## src/rtl/led_pin_pkg.sv

```systemverilog
package led_pin_pkg;

    typedef enum logic [1:0] {
        SEL_DRIVE_LOW = 2'b00,
        SEL_RELEASE   = 2'b01,
        SEL_BLINK_A   = 2'b10,
        SEL_BLINK_B   = 2'b11
    } sel_mode_e;

    typedef enum logic {
        LVL_LOW  = 1'b0,
        LVL_HIGH = 1'b1
    } pin_lvl_e;

    localparam logic [7:0] PTR_RESET_VAL = 8'hFF;
    localparam logic [7:0] SEL_RESET_VAL = 8'h55;

endpackage

```

## src/rtl/led_sel_regs.sv

```systemverilog
module led_sel_regs
    import led_pin_pkg::*;
#(
    parameter int NUM_PINS = 16,
    parameter int DATA_W   = 8,
    parameter int ADDR_W   = 8
) (
    input  logic                  clk,
    input  logic                  rst_n,
    input  logic                  acc_valid,
    input  logic                  acc_write,
    input  logic [ADDR_W-1:0]     acc_addr,
    input  logic [DATA_W-1:0]     acc_wdata,
    input  logic [NUM_PINS-1:0]   lvl_bits,
    output logic [2*NUM_PINS-1:0] sel_flat,
    output logic [DATA_W-1:0]     rd_data
);

    localparam int N_IN     = NUM_PINS / DATA_W;
    localparam int N_SEL    = 2 * NUM_PINS / DATA_W;
    localparam int SEL_BASE = 2 * N_IN;

    logic [ADDR_W-1:0] ptr_q;

    // pointer register: loaded by every access
    always_ff @(posedge clk) begin
        if (!rst_n) ptr_q <= ADDR_W'(PTR_RESET_VAL);
        else if (acc_valid) ptr_q <= acc_addr;
    end

    p_ptr_load_r9: assert property (@(posedge clk) disable iff (!rst_n)
        acc_valid |=> (ptr_q == $past(acc_addr)));

    logic [DATA_W-1:0] sel_q [N_SEL];

    for (genvar k = 0; k < N_SEL; k++) begin : g_sel
        always_ff @(posedge clk) begin
            if (!rst_n) sel_q[k] <= DATA_W'(SEL_RESET_VAL);
            else if (acc_valid && acc_write && (acc_addr == ADDR_W'(SEL_BASE + k)))
                sel_q[k] <= acc_wdata;
        end
        assign sel_flat[k*DATA_W +: DATA_W] = sel_q[k];

        p_sel_write_r4: assert property (@(posedge clk) disable iff (!rst_n)
            (acc_valid && acc_write && (acc_addr == ADDR_W'(SEL_BASE + k)))
            |=> (sel_q[k] == $past(acc_wdata)));

        p_sel_keep_r8: assert property (@(posedge clk) disable iff (!rst_n)
            !(acc_valid && acc_write && (acc_addr == ADDR_W'(SEL_BASE + k)))
            |=> $stable(sel_q[k]));
    end

    // readback mux: unmapped pointer values read zero
    always_comb begin
        rd_data = '0;
        for (int k = 0; k < N_IN; k++) begin
            if (ptr_q == ADDR_W'(k)) rd_data = lvl_bits[k*DATA_W +: DATA_W];
        end
        for (int k = 0; k < N_SEL; k++) begin
            if (ptr_q == ADDR_W'(SEL_BASE + k)) rd_data = sel_q[k];
        end
    end

endmodule

```

## src/rtl/led_pin_cell.sv

```systemverilog
module led_pin_cell
    import led_pin_pkg::*;
(
    input  logic       clk,
    input  logic       rst_n,
    input  logic [1:0] mode,
    input  logic       ext_n,
    output logic       lvl,
    output logic       chg
);

    pin_lvl_e state_q, state_d;
    logic     chg_q;

    // next-state: wired-AND of own drive and external pull
    always_comb begin
        state_d = state_q;
        unique case (sel_mode_e'(mode))
            SEL_DRIVE_LOW: state_d = LVL_LOW;
            SEL_RELEASE:   state_d = ext_n ? LVL_HIGH : LVL_LOW;
            SEL_BLINK_A,
            SEL_BLINK_B:   state_d = state_q;
        endcase
    end

    // state register
    always_ff @(posedge clk) begin
        if (!rst_n) state_q <= LVL_HIGH;
        else state_q <= state_d;
    end

    // outputs: change strobe
    always_ff @(posedge clk) begin
        if (!rst_n) chg_q <= 1'b0;
        else chg_q <= (state_d != state_q);
    end

    assign lvl = state_q;
    assign chg = chg_q;

    p_drive_low_r2: assert property (@(posedge clk) disable iff (!rst_n)
        (mode == 2'b00) |=> (lvl == 1'b0));

    p_release_r3: assert property (@(posedge clk) disable iff (!rst_n)
        (mode == 2'b01) |=> (lvl == $past(ext_n)));

    p_blink_hold_r5: assert property (@(posedge clk) disable iff (!rst_n)
        mode[1] |=> $stable(lvl));

    p_strobe_real_r6: assert property (@(posedge clk) disable iff (!rst_n)
        chg |-> (lvl != $past(lvl)));

    p_strobe_seen_r6: assert property (@(posedge clk) disable iff (!rst_n)
        (lvl != $past(lvl)) |-> chg);

endmodule

```

## src/rtl/led_pin_resolver.sv

```systemverilog
module led_pin_resolver
    import led_pin_pkg::*;
#(
    parameter int NUM_PINS = 16,
    parameter int DATA_W   = 8,
    parameter int ADDR_W   = 8
) (
    input  logic                clk,
    input  logic                rst_n,
    input  logic                acc_valid,
    input  logic                acc_write,
    input  logic [ADDR_W-1:0]   acc_addr,
    input  logic [DATA_W-1:0]   acc_wdata,
    output logic [DATA_W-1:0]   rd_data,
    input  logic [NUM_PINS-1:0] ext_n,
    output logic [NUM_PINS-1:0] lvl_out,
    output logic [NUM_PINS-1:0] chg_strb
);

    logic [2*NUM_PINS-1:0] sel_flat;

    led_sel_regs #(
        .NUM_PINS (NUM_PINS),
        .DATA_W   (DATA_W),
        .ADDR_W   (ADDR_W)
    ) u_regs (
        .clk       (clk),
        .rst_n     (rst_n),
        .acc_valid (acc_valid),
        .acc_write (acc_write),
        .acc_addr  (acc_addr),
        .acc_wdata (acc_wdata),
        .lvl_bits  (lvl_out),
        .sel_flat  (sel_flat),
        .rd_data   (rd_data)
    );

    for (genvar i = 0; i < NUM_PINS; i++) begin : g_pin
        led_pin_cell u_cell (
            .clk   (clk),
            .rst_n (rst_n),
            .mode  (sel_flat[2*i +: 2]),
            .ext_n (ext_n[i]),
            .lvl   (lvl_out[i]),
            .chg   (chg_strb[i])
        );
    end

endmodule

```

## config.mk

```make
export PLATFORM = sky130hd
export DESIGN_NAME = led_pin_resolver
export DESIGN_NICKNAME = d
export VERILOG_FILES = /design/src/rtl/led_pin_pkg.sv /design/src/rtl/led_sel_regs.sv /design/src/rtl/led_pin_cell.sv /design/src/rtl/led_pin_resolver.sv
export SDC_FILE = /design/constraint.sdc
export NUM_CORES = 1
export LEC_CHECK = 0
export BUFFER_PORTS_ARGS = -buffer_cell sky130_fd_sc_hd__buf_4
export CORE_MARGIN = 8
export CORE_UTILIZATION = 59
export DETAILED_ROUTE_END_ITERATION = 8
export PLACE_DENSITY = 0.85
export SLEW_MARGIN = 20
export SYNTH_ARGS = -nofsm -noshare
export SYNTH_HDL_FRONTEND = slang
export SYNTH_SLANG_ARGS = --single-unit
```

## constraint.sdc

```tcl
create_clock -name clk -period 5 [get_ports clk]
set_input_delay 0.5 -clock clk [delete_from_list [all_inputs] [get_ports clk]]
set_output_delay 0.5 -clock clk [all_outputs]
set_load 0.01 [all_outputs]
```

==> summary.md <==
| Metric | Value |
|---|---|
| Commonest non-fill, non-tap cell in the layout | `buf_4` |
| Clock Pin Slew Worst Setup and Hold Paths | `80 ps` |
| Status | `completed` |
| Peak supply drop | `0.212 mV` |
| Cell area after synthesis | `3540 sq um` |
| Element type at the critical path start | `flip-flop` |
| Global-route wire length before repair | `13900 microns` |
| CTS Hold Bufs | `0` |
| Top-area cell type share of the netlist area | `0.271` |
| Main synth FF type | `dfxtp_1` |
| Post-DP HPWL | `6500 microns` |
| Detail Route Antenna Nets | `0` |
| Register area share after synthesis | `0.497` |
| Max Clock Skew | `8.24 ps` |
| CP Max Fanout | `17` |
| Relative slew slack | `0.544` |
| Yosys Warn Count | `0` |
| WL final | `8840 microns` |
| Commonest cells after routing, fill and taps aside | `buf_4, nand2_1, dfxtp_1` |
| WP data required | `4500 ps` |
| H-tree level count | `3` |
| Initial core utilization | `0.605` |
| Antenna diodes | `0` |
| Core area | `5850 sq um` |
| DIE HEIGHT | `93.5 microns` |
| Routability cong. | `0.861` |
| CTS Buffer Depth | `2` |
| DR iter-0 viols | `225` |
| Root Buffer | `clkbuf_8` |
| Post-route clock period utilization | `0.542` |
| Syn Area/Cell | `10.3 sq um` |
| # setup viols final | `0` |
| Initial antenna violation count | `0` |
| Post-CTS setup buffer count | `0` |
| Ports | `76` |
| Clock Sinks | `72` |
| Final layout net count | `419` |
| Maxcap violations | `0` |
| Syn nets | `380` |
| Synth Instances | `344` |
| Full die area | `8740 sq um` |
| EDFF count, synth | `32` |
| Lkg Pwr | `0.00168 uW` |
| Synth unique cells | `28` |
| RSZ-0062 raised after global routing | `no` |
| CP arrival | `2210 ps` |
| CTS tree | `done` |
| CP Capture Type | `primary output` |
| Port Buffers | `75` |
| Maximum clock frequency | `0.369 GHz` |
| Worst hold path class | `input pin to flip-flop` |
| Clock latency on the worst-skew pair | `340 ps` |
| Placement Cell Area | `3900 sq um` |
| Fin Setup TNS | `0 ps` |
| CTS resizes | `0` |
| FILL cells | `459` |
| Fraction of layout cells with a size suffix above 1 | `0.258` |
| Synthesized flop and latch total | `72` |
| Least-Margin Pin Slew | `681 ps` |
| Total GRT Usage | `0.207` |
| Final Critical Period | `2710 ps` |
| Count of final hold-check violations | `0` |
| WL/cell | `19.1 microns` |
| DRC violations left | `0` |
| Fin Hold WS | `378 ps` |
| Synth top area cells | `edfxtp_1, dfxtp_1, buf_4` |
| Num CTS Buffers | `9` |
| Final max-slew violation count | `0` |
| Die width | `93.5 microns` |
| Cell taking the most area after synthesis | `edfxtp_1` |
| Largest net degree at the start of global routing | `53` |
| GRT Residual Overflow | `0` |
| Area grow syn2layout | `16.0%` |
| Final instance area | `4110 sq um` |
| Async SR Flop Fraction | `0` |
| Via Count | `2719` |
| Vias in the first global route | `2659` |
| Rows | `28` |
| PD cells | `327 nW/um^2` |
| Setup CP Type | `flip-flop to primary output` |
| Vias per inst | `5.87` |
| Initial DRT Pass Iterations | `5` |
synth_stat cells, types with 8 or more instances:
library cell   n
a21oi_1       16
a2bb2oi_1      8
a32o_1         8
buf_4         33
clkbuf_1      12
dfxtp_1       40
edfxtp_1      32
mux2i_1       23
nand2_1       64
nand2b_1      10
nor2_1        17
nor3b_1       16
o211ai_1      24
xor2_1        16
critical path, stage by stage, from the launching register on:
cell and delay, ps:
dfxtp_1 640, buf_4 370, mux2i_1 230, o211ai_1 120
a32o_1 350, buf_4 150
state kept, by name, summed over array words and instances, names as in the netlist:
register          count
g_pin.u_cell.chg     16
u_regs.ptr_q          8
u_regs.sel_q         32
g_pin.u_cell.lvl     16
path summary, 6_finish.rpt:
check | slack (ps) | depth (start not counted) | startpoint | end
max | 2290 | 5 | u_regs.ptr_q[1] | rd_data[2]
min | 380 | 3 | acc_addr[3] | u_regs.ptr_q[3]
max reg2reg | 4030 | 2 | u_regs.ptr_q[0] | u_regs.ptr_q[0]
min reg2reg | 500 | 1 | u_regs.sel_q[0][7] | g_pin[3].u_cell.chg
per-layer routing:
metal  track usage  vias to the layer above  share of wire
met5             0                        -              0
met4         0.115                        0          0.026
met3        0.0617                       21          0.091
met2         0.323                      146           0.47
met1         0.248                     1278           0.41
li1              -                     1274              -
cells by family after synthesis:
kind of cell	share of synthesized area
buffers and inverters	0.0897
multiplexers	0.0650
AND/OR/NAND/NOR	0.193
flip-flops	0.497
AO/OA/AOI/OAI	0.116
XOR/XNOR	0.0396
power by group:
group	switching, uW	leakage, uW	total (uW)	internal (uW)
Sequential	40.3	0.000646	690	650
Combinational	76.5	0.000926	157	80.5
Clock	206	0.000108	499	293
Total	323	0.00168	1350	1020
cell type report:
cell class / instances / area, sq um / share of cell area
tap: 75 / 93.8 / 0.0228
clock buffer: 12 / 145 / 0.0353
timing repair buffer: 77 / 578 / 0.141
multi-input combinational: 223 / 1460 / 0.356
sequential: 72 / 1760 / 0.429
clock inverter: 4 / 68.8 / 0.0167
stage by stage:
stage / utilization / setup WS [ps] / cells / total power, uW
2_1_floorplan: - / 3000 / 344 / 803
3_3_place_gp: 0.666 / 2710 / 447 / 850
3_5_place_dp: 0.666 / 2680 / 447 / 857
4_1_cts: 0.703 / 2310 / 463 / 1350
5_1_grt: 0.703 / 2190 / 463 / 1390
6_report: 0.703 / 2290 / 463 / 1350
(Power assumes the default switching activity.)
